==> src/rtl/sip_pkg.sv <==
package sip_pkg;
  typedef enum logic [2:0] {
    ST_OFF,
    ST_FORCE,
    ST_CODE,
    ST_EXEC,
    ST_READ
  } sip_state_e;
endpackage

==> src/rtl/sip_edge_sync.sv <==
module sip_edge_sync #(
  parameter int STAGES = 2
) (
  input  logic clk,
  input  logic rst_n,
  input  logic sclk_in,
  input  logic sdata_in,
  output logic sclk_rise,
  output logic sclk_fall,
  output logic sdata_sync
);
  // one extra stage on the clock line gives the previous level for edge detection
  logic [STAGES:0]   clk_pipe;
  logic [STAGES-1:0] dat_pipe;

  always_ff @(posedge clk or negedge rst_n) begin
    if (!rst_n) begin
      clk_pipe <= '0;
      dat_pipe <= '0;
    end else begin
      clk_pipe <= {clk_pipe[STAGES-1:0], sclk_in};
      dat_pipe <= {dat_pipe[STAGES-2:0], sdata_in};
    end
  end

  assign sclk_fall  = clk_pipe[STAGES] & ~clk_pipe[STAGES-1];
  assign sclk_rise  = ~clk_pipe[STAGES] & clk_pipe[STAGES-1];
  assign sdata_sync = dat_pipe[STAGES-1];
endmodule

==> src/rtl/sip_tx_shift.sv <==
module sip_tx_shift #(
  parameter int W = 16
) (
  input  logic         clk,
  input  logic         rst_n,
  input  logic         clr,
  input  logic         load,
  input  logic [W-1:0] load_val,
  input  logic         shift,
  input  logic         release_oe,
  output logic         drv,
  output logic         oe
);
  logic [W-1:0] sr;

  always_ff @(posedge clk or negedge rst_n) begin
    if (!rst_n) begin
      sr  <= '0;
      drv <= 1'b0;
      oe  <= 1'b0;
    end else if (clr) begin
      sr  <= '0;
      drv <= 1'b0;
      oe  <= 1'b0;
    end else begin
      if (load) begin
        sr <= load_val;
      end else if (shift) begin
        drv <= sr[0];
        sr  <= {1'b0, sr[W-1:1]};
        oe  <= 1'b1;
      end
      if (release_oe) oe <= 1'b0;
    end
  end
endmodule

==> src/rtl/sip_rx_ctrl.sv <==
module sip_rx_ctrl
  import sip_pkg::*;
#(
  parameter int CODE_W     = 4,
  parameter int INSTR_W    = 24,
  parameter int VIS_W      = 16,
  parameter int FORCE_CLKS = 5,
  parameter int CODE_EXEC  = 0,
  parameter int CODE_READ  = 1
) (
  input  logic               clk,
  input  logic               rst_n,
  input  logic               hv_reset,
  input  logic               prog_active,
  input  logic               s_fall,
  input  logic               s_rise,
  input  logic               s_bit,
  input  logic               insn_ready,
  output logic               tx_load,
  output logic               tx_shift,
  output logic               tx_release,
  output logic [INSTR_W-1:0] insn_data,
  output logic               insn_valid
);
  localparam int MAX_A = (INSTR_W > VIS_W) ? INSTR_W : VIS_W;
  localparam int MAX_B = (FORCE_CLKS > CODE_W) ? FORCE_CLKS : CODE_W;
  localparam int MAX_N = (MAX_A > MAX_B) ? MAX_A : MAX_B;
  localparam int CNT_W = $clog2(MAX_N);
  localparam logic [CNT_W-1:0] LAST_CODE  = CNT_W'(CODE_W - 1);
  localparam logic [CNT_W-1:0] LAST_INSTR = CNT_W'(INSTR_W - 1);
  localparam logic [CNT_W-1:0] LAST_VIS   = CNT_W'(VIS_W - 1);
  localparam logic [CNT_W-1:0] LAST_FORCE = CNT_W'(FORCE_CLKS - 1);

  sip_state_e           state;
  logic [CNT_W-1:0]     cnt;
  logic [CODE_W-2:0]    code_sr;
  logic [INSTR_W-2:0]   isr;
  logic [CODE_W-1:0]    code_full;
  logic [INSTR_W-1:0]   instr_full;
  logic                 armed;

  assign armed      = hv_reset && prog_active;
  assign code_full  = {s_bit, code_sr};
  assign instr_full = {s_bit, isr};

  assign tx_load    = armed && s_fall && (state == ST_CODE) && (cnt == LAST_CODE)
                      && (code_full == CODE_W'(CODE_READ));
  assign tx_shift   = armed && s_rise && (state == ST_READ);
  assign tx_release = armed && s_fall && (state == ST_READ) && (cnt == LAST_VIS);

  always_ff @(posedge clk or negedge rst_n) begin
    if (!rst_n) begin
      state      <= ST_OFF;
      cnt        <= '0;
      code_sr    <= '0;
      isr        <= '0;
      insn_data  <= '0;
      insn_valid <= 1'b0;
    end else begin
      if (insn_valid && insn_ready) insn_valid <= 1'b0;
      if (!hv_reset) begin
        state      <= ST_OFF;
        cnt        <= '0;
        insn_valid <= 1'b0;
      end else if (!prog_active) begin
        state <= ST_FORCE;
        cnt   <= '0;
      end else if (s_fall) begin
        case (state)
          ST_FORCE: begin
            if (cnt == LAST_FORCE) begin
              state <= ST_EXEC;
              cnt   <= '0;
            end else begin
              cnt <= cnt + 1'b1;
            end
          end
          ST_CODE: begin
            code_sr <= code_full[CODE_W-1:1];
            if (cnt == LAST_CODE) begin
              cnt <= '0;
              if (code_full == CODE_W'(CODE_EXEC))      state <= ST_EXEC;
              else if (code_full == CODE_W'(CODE_READ)) state <= ST_READ;
            end else begin
              cnt <= cnt + 1'b1;
            end
          end
          ST_EXEC: begin
            isr <= instr_full[INSTR_W-1:1];
            if (cnt == LAST_INSTR) begin
              insn_data  <= instr_full;
              insn_valid <= 1'b1;
              state      <= ST_CODE;
              cnt        <= '0;
            end else begin
              cnt <= cnt + 1'b1;
            end
          end
          ST_READ: begin
            if (cnt == LAST_VIS) begin
              state <= ST_CODE;
              cnt   <= '0;
            end else begin
              cnt <= cnt + 1'b1;
            end
          end
          default: ;
        endcase
      end
    end
  end
endmodule

==> src/rtl/serial_inject_port.sv <==
module serial_inject_port #(
  parameter int CODE_W      = 4,
  parameter int INSTR_W     = 24,
  parameter int VIS_W       = 16,
  parameter int FORCE_CLKS  = 5,
  parameter int SYNC_STAGES = 2,
  parameter int CODE_EXEC   = 0,
  parameter int CODE_READ   = 1
) (
  input  logic               clk,
  input  logic               rst_n,
  input  logic               hv_reset,
  input  logic               ser_clk,
  input  logic               ser_din,
  output logic               ser_dout,
  output logic               ser_doe,
  input  logic [VIS_W-1:0]   vis_word,
  output logic [INSTR_W-1:0] insn_data,
  output logic               insn_valid,
  input  logic               insn_ready,
  output logic               prog_active
);
  logic s_rise, s_fall, s_bit;
  logic tx_load, tx_shift, tx_release;

  always_ff @(posedge clk or negedge rst_n) begin
    if (!rst_n) prog_active <= 1'b0;
    else        prog_active <= hv_reset;
  end

  sip_edge_sync #(.STAGES(SYNC_STAGES)) u_sync (
    .clk        (clk),
    .rst_n      (rst_n),
    .sclk_in    (ser_clk),
    .sdata_in   (ser_din),
    .sclk_rise  (s_rise),
    .sclk_fall  (s_fall),
    .sdata_sync (s_bit)
  );

  sip_rx_ctrl #(
    .CODE_W     (CODE_W),
    .INSTR_W    (INSTR_W),
    .VIS_W      (VIS_W),
    .FORCE_CLKS (FORCE_CLKS),
    .CODE_EXEC  (CODE_EXEC),
    .CODE_READ  (CODE_READ)
  ) u_rx (
    .clk         (clk),
    .rst_n       (rst_n),
    .hv_reset    (hv_reset),
    .prog_active (prog_active),
    .s_fall      (s_fall),
    .s_rise      (s_rise),
    .s_bit       (s_bit),
    .insn_ready  (insn_ready),
    .tx_load     (tx_load),
    .tx_shift    (tx_shift),
    .tx_release  (tx_release),
    .insn_data   (insn_data),
    .insn_valid  (insn_valid)
  );

  sip_tx_shift #(.W(VIS_W)) u_tx (
    .clk        (clk),
    .rst_n      (rst_n),
    .clr        (!hv_reset),
    .load       (tx_load),
    .load_val   (vis_word),
    .shift      (tx_shift),
    .release_oe (tx_release),
    .drv        (ser_dout),
    .oe         (ser_doe)
  );
endmodule

==> config.mk <==
export PLATFORM = sky130hd
export DESIGN_NAME = serial_inject_port
export DESIGN_NICKNAME = d
export VERILOG_FILES = /design/src/rtl/sip_pkg.sv /design/src/rtl/sip_edge_sync.sv /design/src/rtl/sip_tx_shift.sv /design/src/rtl/sip_rx_ctrl.sv /design/src/rtl/serial_inject_port.sv
export SDC_FILE = /design/constraint.sdc
export NUM_CORES = 1
export LEC_CHECK = 0
export CORE_ASPECT_RATIO = 1.25
export CORE_MARGIN = 2
export CORE_UTILIZATION = 45
export CTS_CLUSTER_SIZE = 40
export DETAILED_ROUTE_END_ITERATION = 7
export MAX_ROUTING_LAYER = met4
export PLACE_DENSITY = 0.67
export SLEW_MARGIN = 20
export SYNTH_ARGS = -nofsm -noshare
export SYNTH_HDL_FRONTEND = slang
export SYNTH_SLANG_ARGS = --single-unit
==> constraint.sdc <==
create_clock -name clk -period 6.3 [get_ports clk]
set_clock_uncertainty 0.1 [all_clocks]
set_input_delay 1.26 -clock clk [delete_from_list [all_inputs] [get_ports clk]]
set_output_delay 1.26 -clock clk [all_outputs]
set_load 0.05 [all_outputs]
== Word-level counts from Yosys, hierarchy flattened ==
Cells that the tools add are included.
Operators by class
  bitwise logic cells: 4
  equality and inequality tests: 21
  mux-type cells: 34
  reduce and logical (&&, ||, !) cells: 18
  $add $sub $neg: 1
Operators with widths (count)
  2-to-1 mux 16 bit: 3
  2-to-1 mux 5 bit: 7
  2-to-1 mux 3 bit: 9
  one-hot mux 5 bit (4 select lines): 1
  2-to-1 mux 1 bit: 13
  one-hot mux 3 bit (4 select lines): 1
  logical AND 1 bit: 10
  != test 4 x 3 -> 1 bit, second input constant: 2
  != test 4 bit, second input constant: 2
  AND reduction 4 bit: 2
  AND reduction 7 bit: 1
  equality test 3 x 2 -> 1 bit, second input constant: 2
  != test 3 x 1 -> 1 bit, second input constant: 2
  != test 3 x 2 -> 1 bit, second input constant: 2
  != test 6 x 2 -> 1 bit, second input constant: 1
  AND reduction 2 bit: 3
  adder 5 x 1 -> 5 bit, second input constant: 1
  equality test 5 x 2 -> 1 bit, second input constant: 1
  equality test 5 x 3 -> 1 bit, second input constant: 1
  equality test 5 x 4 -> 1 bit, second input constant: 1
  equality test 5 bit, second input constant: 1
  != test 5 bit, second input constant: 1
  AND reduction 5 bit: 1
  equality test 4 x 1 -> 1 bit, second input constant: 1
  other kinds (7): 9
Storage, ports and cells
  register bits: 83
  word-level logic and storage cells: 90
  input bits: 22
  output and inout port bits: 28

== Depth between registers and ports, before layout ==
Gate-level depths: netlist of run 1.
  word-level depth: 9
  depth in mapped cells: 8
  mapped depth without buffers: 8

== Cells and area by module ==
A second synthesis of run 1 with hierarchy kept.
Unflattened totals
  cell total of the unflattened synthesis: 296
  area, all modules: 3763.6 um2
By module, submodules not included
  sip_rx_ctrl: area each 2721.4 um2, times used 1, sequential area each 1476.4 um2, cells an instance 208
  sip_tx_shift: area each 873.3 um2, times used 1, sequential area each 450.4 um2, cells an instance 79
  sip_edge_sync: area each 140.1 um2, times used 1, sequential area each 125.1 um2, cells an instance 7
  serial_inject_port: area each 28.8 um2, times used 1, sequential area each 25.0 um2, cells an instance 2

== Least setup slack after synthesis of run 1 ==
No wires, ideal clock.
  kind: in2reg
  from: input port hv_reset
  to: register u_rx.insn_data[10]
  data required time: 6075 ps
  setup time: 125 ps
  arrival: 3004 ps
  path buffers: 4
  setup slack: 3071 ps
  stages on the path: 8
  cells stage by stage: clkbuf_2 > nand4b_4 > or3_1 > buf_2 > or3_1 > buf_6 > buf_6 > mux2_4
On the way
  longest elaborated chain between the ends: 1
Ends and longest elaborated chain
  start, declared: RTL line serial_inject_port.sv:12  | input logic hv_reset,
  AND reduction 5 bit (no source line)
  end signal, assigned: RTL line sip_rx_ctrl.sv:91  | insn_data <= instr_full;
  end, declared: RTL line sip_rx_ctrl.sv:22  | output logic [INSTR_W-1:0] insn_data,
No other way between the ends.
A chain may end at the register's enable or synchronous reset.

== Final worst setup path of run 1 ==
Ends and elaborated chain as after synthesis.

==> summary.md, run 1 <==
| Metric | Value |
|---|---|
| Outcome | complete, no violations |
| Max_cap viols | 0 |
| Final HPWL DP | 4663 um |
| TritonRoute pass-1 iters | 4 |
| Critical-path cell list | clkdlybuf4s50_1 > nand4b_4 > or3_1 > or3_1 > buf_4 > mux2_4 |
| Port bufs | about 50 |
| Cell count after synthesis | 284 |
| Maximum number of pins on one net before global-route repair | 84 |
| R2R Setup Slk | 3.12 ns |
| Largest stage delay, worst path | ~0.80 ns |
| Clk slew on worst S/H paths | ~0.08 ns |
| Critical path arrival | 4.36 ns |
| Synth unique cells | between 40 and 50 |
| Power per cell area | about 210 nW/um^2 |
| Die Wd | 86.48 um |
| # fillers | 730 |
| Layout area overhead | 18.41% |
| Crit path kind | in -> reg |
| # rows | 37 |
| Mapped cell area | approximately 3800 sq um |
| Initial drt markers | between 100 and 150 |
| Crit Path Max Fanout | 24 |
| Met3 Track Usage GR | approximately 3.2% |
| Worst Path Buf+Inv | 2 |
| Pins over their slew limit | 0 |
| Quantity of gates resized following cts | 0 |
| Synth Register Bits | 83 |
| Power Total | 0.9564 mW |
| Cell count along the critical path | 6 |
| Full die area | 9261 sq um |
| Root Driver | clkbuf_8 |
| Setup Total Neg Slack | 0 ns |
| Crit path from | hv_reset |
| CTS tree | built |
| Final hold violations | 0 |
| CP endpoint | u_rx.insn_data[10]$_DFFE_PN0P_ |
| DR vias/cell | between 5 and 6 |
| Average wire per standard cell | 16.74 um |
| Lkg Pwr | about 2.2 nW |
| Tcrit/Tclk final | between 60% and 70% |
| Worst R2R Start | u_rx.state[2]$_DFFE_PN0P_ |
| Initial antenna violation count | 0 |
| Post-CTS Setup Bufs | 0 |
| Post-route ant nets | 0 |
| Met2 Use GR | about a quarter |
| Critical Path RT | between 6 and 7 ns |
| Hold buffers post-CTS | 0 |
| Worst-Margin Slew | roughly 1.0 ns |
| Starting Density | a little under half |
| DRC violations left | 0 |
| Worst skew pair latency | about 0.35 ns |
| H-tree Lvls | 3 |
| Commonest non-fill, non-tap cell in the layout | dfrtp_1 |
| Vias in the first global route | 2442 |
| Die Y | about 110 um |
| Yosys warns | 0 |
| Worst Reg-to-Reg Cells | 5 |
| Critical path's slowest cell | or3_1 |
| CP delay by family, top | simple AND/OR/NAND/NOR gates |
| GRT Overall Usage | 17.26% |
| Final RePlAce weighted congestion | 0.8550 |
| Tightest Hold Check Type | reg -> reg |
| Max Freq | roughly 0.24 GHz |
| Grt met1 use | between 20% and 30% |
| Syn nets | 310 |
| Via Count | between 2000 and 2500 |
| Global route hottest layer | met2 |
| Ports | 50 |
| Commonest cells after routing, fill and taps aside | 83 x dfrtp_1, 48 x clkdlybuf4s50_1, 31 x mux2_2 |
| N_diodes | 0 |
| Final setup vio count | 0 |
| Cts bufs inserted | 9 |
| Register area share after synthesis | between 50% and 60% |
| CP endpoint kind | register |
| Clk sink count | 83 |
| CORE AREA | 8240 sq um |
| Worst r2r dst | u_rx.insn_data[10]$_DFFE_PN0P_ |
| Worst VDD drop | approximately 0.11 mV |
| CP most frequent cell | or3_1 |
| Fin crit period | roughly 4.2 ns |
| Avg Cell Area, Syn | 13.47 sq um |
| Final Instance Area | ~4500 sq um |
| RSZ-0062 raised after global routing | false |
| Clk buf depth | 2 |
| Relative slew margins | a little under a third |
| Nets@finish | approximately 350 |
| Layout cells sized above 1 | 24.40% |
| DRT Wirelength | 7180 um |
| Dpl cell area | about 4300 sq um |
| CP Launch Type | primary input |
| First-pass GRT wire length | between 10000 and 15000 um |
| Gr ovfl total | 0 |
[Yosys cell counts, drive strengths merged]
library cell	count	area share [%]
a22o	3	0.69
a21oi	7	0.92
nand3b	1	0.20
clkbuf	9	0.92
nor2b	2	0.33
a221oi	2	0.46
or4b	1	0.36
and3	1	0.16
clkinv	1	0.098
nand4bb	3	0.88
nor2	4	0.39
or4	1	0.20
nor4	1	0.16
and3b	1	0.23
mux2i	15	3.9
nor4b	3	0.69
nand3	6	0.78
mux2	51	17
inv	7	0.69
nor3b	2	0.52
buf	8	1.9
a211oi	19	4.9
xnor2	1	0.23
and2	2	0.33
o21ai	2	0.26
or3b	1	0.23
nand2b	4	0.65
or2	1	0.16
or3	5	0.95
a31oi	1	0.16
a32oi	1	0.23
ha	4	1.3
nor3	19	2.5
nand2	5	0.49
nand4b	2	0.85
a311oi	2	0.46
o21bai	2	0.39
dfrtp	83	54
o21a	1	0.20
[worst min path at each step]
stage,endpoint,cells past startpoint,slack (ns),from
floorplan,u_sync.clk_pipe[1]$_DFF_PN0_,0,0.23,u_sync.clk_pipe[0]$_DFF_PN0_
global placement,u_sync.dat_pipe[1]$_DFF_PN0_,0,0.24,u_sync.dat_pipe[0]$_DFF_PN0_
detailed placement,u_sync.dat_pipe[1]$_DFF_PN0_,0,0.24,u_sync.dat_pipe[0]$_DFF_PN0_
CTS,u_sync.dat_pipe[1]$_DFF_PN0_,0,0.26,u_sync.dat_pipe[0]$_DFF_PN0_
global route,u_sync.dat_pipe[1]$_DFF_PN0_,0,0.27,u_sync.dat_pipe[0]$_DFF_PN0_
finish,u_sync.dat_pipe[1]$_DFF_PN0_,0,0.26,u_sync.dat_pipe[0]$_DFF_PN0_
[power by group]
part           internal (mW)  total [mW]  switching (mW)  leakage, nW
Clock                  0.183       0.377           0.193       0.0890
Combinational         0.0175      0.0402          0.0227        0.931
Sequential             0.535       0.540         0.00453         1.14
[cells by family after synthesis]
kind of cell / share of synthesized area [%]
flip-flops: 54.28
AND/OR/NAND/NOR: 11.05
buffers and inverters: 3.564
adder cells (fa/ha/maj): 1.308
XOR/XNOR: 0.2289
multiplexers: 20.90
AO/OA/AOI/OAI: 8.666
[worst register-to-register path: stages, from the launching register on]
cell	delay [ns]
dfrtp_1	0.47
nand2b_1	0.30
or3_1	0.79
or3_1	0.75
buf_4	0.34
mux2_4	0.33
[layer usage]
metal  wire length [um]  share of wire, %  up-vias
met1               3350                47     1169
met3                258               3.6       11
li1                   -                 -     1131
met4                133               1.9        0
met2               3437                48       59
met5                  0                 0        -
[metrics by stage]
stage	hold WS (ns)	util (%)	worst slack [ns]	std cells
after floorplan	0.2312	-	3.071	284
after global placement	0.2354	52.63	1.776	414
after detailed placement	0.2363	52.63	1.679	414
after CTS	0.2551	54.93	2.055	429
after global routing	0.2684	54.98	1.905	429
final	0.2575	54.98	2.077	429
[area by class of cell]
| cell class | instances | area [sq um] | area share, % |
|---|---|---|---|
| flip-flops and latches | 83 | 2077 | 45.84 |
| multi-input cells | 176 | 1613 | 35.60 |
| repair buffers | 50 | 499.2 | 11.02 |
| clock buffers | 10 | 127.6 | 2.817 |
| well taps | 97 | 121.4 | 2.679 |
| clock inverters | 5 | 62.56 | 1.381 |
| inverters | 8 | 30.03 | 0.6628 |
[sequential cells by signal, indices dropped and copies added, names as in the netlist]
signal / flops
u_rx.insn_data: 24
u_rx.isr: 23
u_tx.sr: 16
u_rx.cnt: 5
u_rx.code_sr: 3
u_rx.state: 3
u_sync.clk_pipe: 3
u_sync.dat_pipe: 2
prog_active: 1
u_rx.insn_valid: 1
u_tx.drv: 1
u_tx.oe: 1
(Power assumes the default switching activity.)
==> inputs of run 2 (changes only) <==
Clock period 6.3 ns to 3.9 ns, I/O delays scaled along.
==> summary.md, run 2 (synthesized netlist as in run 1, its figures left out) <==
| Metric | Value |
|---|---|
| Via Count | about 2400 |
| Fin Hold WS | 0.2504 ns |
| Hold buffers post-CTS | 0 |
| Clk buf depth | 2 |
| Cts bufs inserted | 9 |
| Post-CTS Setup Bufs | 0 |
| Met2 Use GR | approximately 27% |
| Final Instance Area | between 4000 and 5000 sq um |
| Lkg Pwr | approximately 2.2 nW |
| GRT Overall Usage | about 17% |
| CP endpoint | u_tx.sr[15]$_DFFE_PN0P_ |
| Final HPWL DP | 4665 um |
| Final setup vio count | 0 |
| Final hold violations | 0 |
| Worst VDD drop | 0.2957 mV |
| Maximum number of pins on one net before global-route repair | 84 |
| Post-route ant nets | 0 |
| Starting Density | 46.43% |
| Commonest non-fill, non-tap cell in the layout | dfrtp_1 |
| Die Y | ~110 um |
| Die Wd | around 86 um |
| Tightest Hold Check Type | reg -> reg |
| # fillers | ~710 |
| Crit path from | hv_reset |
| Layout cells sized above 1 | 25.00% |
| Initial drt markers | around 260 |
| Root Driver | clkbuf_8 |
| Worst slack at placement | 0.7103 ns |
| Port bufs | 49 |
| Met3 Track Usage GR | 4.542% |
| Fin crit period | 2.842 ns |
| DRC violations left | 0 |
| H-tree Lvls | 3 |
| CORE AREA | ~8000 sq um |
| Crit Path Max Fanout | 17 |
| CP endpoint kind | register |
| RSZ-0062 raised after global routing | false |
| Multi-input logic area | roughly 1600 sq um |
| Crit path kind | in -> reg |
| Critical Path RT | between 4 and 5 ns |
| Grt met1 use | about a fifth |
| Vias in the first global route | 2474 |
| Reg area | between 2000 and 2500 sq um |
| Worst r2r dst | u_tx.sr[15]$_DFFE_PN0P_ |
| Initial antenna violation count | 0 |
| Worst-Margin Slew | ~0.86 ns |
| # rows | 37 |
| Outcome | complete, no violations |
| Average wire per standard cell | ~17 um |
| Worst Reg-to-Reg Cells | 4 |
| Layout area overhead | 19.10% |
| Top Registers | u_rx.insn_data x24, u_rx.isr x23, u_tx.sr x16 |
| DR vias/cell | about 5.6 |
| Commonest cells after routing, fill and taps aside | 83 x dfrtp_1, 48 x clkdlybuf4s50_1, 31 x mux2_2 |
| Pins over their slew limit | 0 |
| CTS tree | built |
| Max reg flops | 24 |
| Worst R2R Start | u_rx.state[0]$_DFFE_PN0P_ |
| Quantity of gates resized following cts | 0 |
| Biggest register | u_rx.insn_data |
| Final worst slack | around 1.1 ns |
| Gr ovfl total | 0 |
| Tcrit/Tclk final | 72.87% |
| DRT Wirelength | ~7200 um |
| First-pass GRT wire length | approximately 12000 um |
| Relative slew margins | 42.33% |
| R2R Setup Slk | around 1.3 ns |
| Clk sink count | slightly above 80 |
| Power Total | 1.547 mW |
| Power per cell area | 339.5 nW/um^2 |
| Max_cap viols | 0 |
| CP Launch Type | primary input |
| Worst skew pair latency | around 0.34 ns |
| Clk slew on worst S/H paths | about 0.080 ns |
| Critical path arrival | 2.97 ns |
| TritonRoute pass-1 iters | 6 |
| Global route hottest layer | met2 |
| N_diodes | 0 |
| Max Freq | roughly 0.35 GHz |
| Final RePlAce weighted congestion | about 0.80 |
| Full die area | roughly 9300 sq um |
| Dpl cell area | approximately 4400 sq um |
| Ports | 50 |
| Setup Total Neg Slack | 0 ns |
| Nets@finish | around 360 |
run 2: cell types whose count changed in the layout (fill, tap and decap cells not counted):
cell | previous run | this run
buf_4 | 1 | 4
clkbuf_1 | 1 | 2
run 2: critical path, stage by stage:
cell and delay [ns]:
clkdlybuf4s50_1 0.55, nand4b_4 0.15, or4_1 0.56, or2_1 0.52
mux2_4 0.41
run 2: metrics by stage:
step	utilization, %	std cells
finish	55.30	433
global route	55.30	433
CTS	55.25	433
detailed placement	52.90	417
global placement	52.90	417
floorplan	-	284
run 2: metal layers:
| metal | wire length, um | share of wire [%] | vias up |
|---|---|---|---|
| li1 | - | - | 1138 |
| met4 | 84 | 1.2 | 0 |
| met3 | 347 | 4.8 | 8 |
| met5 | 0 | 0 | - |
| met1 | 3226 | 45 | 1225 |
| met2 | 3557 | 49 | 60 |
run 2: power breakdown:
part	internal [mW]	switching [mW]	total, mW
Combinational	0.0290	0.0369	0.0659
Sequential	0.864	0.00744	0.872
Clock	0.300	0.310	0.610
run 2: how the worst min path moves through the flow:
stage | startpoint | end | slack (ns) | depth (start not counted)
floorplan | u_sync.clk_pipe[0]$_DFF_PN0_ | u_sync.clk_pipe[1]$_DFF_PN0_ | 0.23 | 0
global placement | u_sync.dat_pipe[0]$_DFF_PN0_ | u_sync.dat_pipe[1]$_DFF_PN0_ | 0.23 | 0
detailed placement | u_sync.clk_pipe[0]$_DFF_PN0_ | u_sync.clk_pipe[1]$_DFF_PN0_ | 0.23 | 0
CTS | u_sync.clk_pipe[0]$_DFF_PN0_ | u_sync.clk_pipe[1]$_DFF_PN0_ | 0.25 | 0
global route | u_sync.clk_pipe[0]$_DFF_PN0_ | u_sync.clk_pipe[1]$_DFF_PN0_ | 0.26 | 0
finish | u_sync.dat_pipe[0]$_DFF_PN0_ | u_sync.dat_pipe[1]$_DFF_PN0_ | 0.25 | 0
run 2: final cells by class:
| type | count | area share (%) |
|---|---|---|
| Clock inverter | 5 | 1.373 |
| Clock buffer | 11 | 2.883 |
| Multi-Input combinational cell | 176 | 35.39 |
| Tap cell | 97 | 2.663 |
| Timing Repair Buffer | 53 | 11.45 |
| Inverter | 8 | 0.6590 |
| Sequential cell | 83 | 45.58 |
==> inputs of run 3 (changes only) <==
Clock period 3.9 ns to 2.8 ns, I/O delays scaled along.
==> summary.md, run 3 (synthesized netlist as in run 1, its figures left out) <==
| Metric | Value |
|---|---|
| Largest stage delay, worst path | approximately 0.43 ns |
| Cts bufs inserted | 9 |
| Initial drt markers | 140 |
| Commonest non-fill, non-tap cell in the layout | dfrtp_1 |
| Relative slew margins | between 60% and 70% |
| Clk buf depth | 2 |
| Dpl cell area | 4464 sq um |
| Full die area | just over 9000 sq um |
| Final HPWL DP | about 4900 um |
| Hold buffers post-CTS | 0 |
| TritonRoute pass-1 iters | 4 |
| Critical path arrival | 2.60 ns |
| Average wire per standard cell | 16.30 um |
| Power per cell area | about 470 nW/um^2 |
| Final setup vio count | 0 |
| Setup Total Neg Slack | 0 ns |
| Die Y | 107.1 um |
| Tightest Hold Check Type | in -> async |
| Post-CTS Setup Bufs | 0 |
| CTS tree | built |
| Lkg Pwr | approximately 2.3 nW |
| Worst VDD drop | between 0.3 and 0.4 mV |
| N_diodes | 0 |
| Crit Path Max Fanout | 5 |
| Nets@finish | between 300 and 400 |
| Ports | 50 |
| # rows | 37 |
| Outcome | complete, no violations |
| RSZ-0062 raised after global routing | false |
| Root Driver | clkbuf_8 |
| Top Registers | u_rx.insn_data x24, u_rx.isr x23, u_tx.sr x16 |
| GRT Overall Usage | about 17% |
| CP Launch Type | register |
| Max_cap viols | 0 |
| Max Freq | between 0.4 and 0.5 GHz |
| First-pass GRT wire length | 12360 um |
| Worst-Margin Slew | about 0.54 ns |
| Post-route ant nets | 0 |
| Starting Density | 46.43% |
| Layout cells sized above 1 | about 28% |
| Die Wd | a little under 90 um |
| CP most frequent cell | ha_1 |
| Gr ovfl total | 0 |
| Maximum number of pins on one net before global-route repair | around 50 |
| Final RePlAce weighted congestion | approximately 0.8 |
| CP endpoint kind | register |
| Initial antenna violation count | 0 |
| Biggest register | u_rx.insn_data |
| Worst skew pair latency | between 0.3 and 0.4 ns |
| CORE AREA | slightly above 8000 sq um |
| Clk slew on worst S/H paths | roughly 0.090 ns |
| Commonest cells after routing, fill and taps aside | 83 x dfrtp_1, 48 x clkdlybuf4s50_1, 31 x mux2_2 |
| DRT Wirelength | 7206 um |
| Fin crit period | between 2 and 2.5 ns |
| Final hold violations | 0 |
| Via Count | 2467 |
| Pins over their slew limit | 0 |
| H-tree Lvls | 3 |
| DRC violations left | 0 |
| Fin util | about 57% |
| Vias in the first global route | 2651 |
| DR vias/cell | 5.581 |
| Critical Path RT | about 3 ns |
| Critical path's slowest cell | dfrtp_1 |
| Quantity of gates resized following cts | 0 |
| Max reg flops | 24 |
| Layout area overhead | 22.04% |
| Tcrit/Tclk final | 88.12% |
| Port bufs | between 40 and 50 |
| Crit path kind | reg -> reg |
| Critical-path cell list | ha_1 > nand3_1 > inv_1 > ha_1 > nand4bb_1 > a211oi_1 > nor4b_1 > or3_1 |
| Final Instance Area | roughly 4700 sq um |
| Clk sink count | 83 |
| Worst Reg-to-Reg Cells | 8 |
[run 3: cell count changes in the layout (fill, tap and decap cells not counted)]
cell / previous run / this run
inv_6: 1 / 4
clkinv_4: 1 / 0
clkbuf_1: 2 / 0
clkinv_2: 0 / 1
buf_4: 4 / 11
inv_8: 0 / 1
buf_12: 0 / 3
clkinvlp_4: 2 / 0
buf_6: 1 / 0
[run 3: worst max-delay path: cells and delay by family (launching register included)]
kind                       cells  cell delay (ns)
AOI/OAI and AO/OA              1             0.40
adders and majority gates      2             0.47
buffers and inverters          1             0.09
DFF                            1             0.43
and+or+nand+nor                4             0.84
[run 3: worst paths after layout]
path	slack, ns	startpoint	endpoint
min in group clk	0.26	u_sync.dat_pipe[0]$_DFF_PN0_	u_sync.dat_pipe[1]$_DFF_PN0_
max in group asynchronous	1.92	rst_n	u_rx.isr[20]$_DFFE_PN0P_
min reg2reg	0.26	u_sync.dat_pipe[0]$_DFF_PN0_	u_sync.dat_pipe[1]$_DFF_PN0_
max	0.33	u_rx.cnt[0]$_DFFE_PN0P_	u_rx.cnt[2]$_DFFE_PN0P_
max reg2reg	0.33	u_rx.cnt[0]$_DFFE_PN0P_	u_rx.cnt[2]$_DFFE_PN0P_
min	0.05	rst_n	u_rx.insn_data[0]$_DFFE_PN0P_
[run 3: cell type report]
class | instances | area, sq um
Sequential cell | 83 | 2077
Clock buffer | 9 | 123.9
Inverter | 8 | 30.03
Timing Repair Buffer | 62 | 623.1
Fill cell | 707 | 3571
Tap cell | 97 | 121.4
Clock inverter | 7 | 81.33
Multi-Input combinational cell | 176 | 1613
[run 3: power by group]
group	internal, mW	switching [mW]
logic	0.0441	0.0521
registers	1.20	0.00984
clock network	0.430	0.463
[run 3: metrics by stage]
step	hold WS (ns)	setup slack, ns	power, mW	cells
2_1_floorplan	0.1644	0.2238	1.267	284
3_3_place_gp	0.2330	0.03668	1.335	426
3_5_place_dp	0.2356	0.02445	1.336	426
4_1_cts	0.05642	0.3600	2.234	442
5_1_grt	0.06750	0.08430	2.288	442
6_report	0.05186	0.3328	2.203	442
[run 3: routing by layer]
metal / wire, um / track usage [%] / share of wire [%] / up-vias
li1: - / - / - / 1150
met1: 3319 / 22.39 / 46 / 1247
met2: 3429 / 26.43 / 48 / 58
met3: 326 / 4.311 / 4.5 / 12
met4: 131 / 6.362 / 1.8 / 0
met5: 0 / - / 0 / -
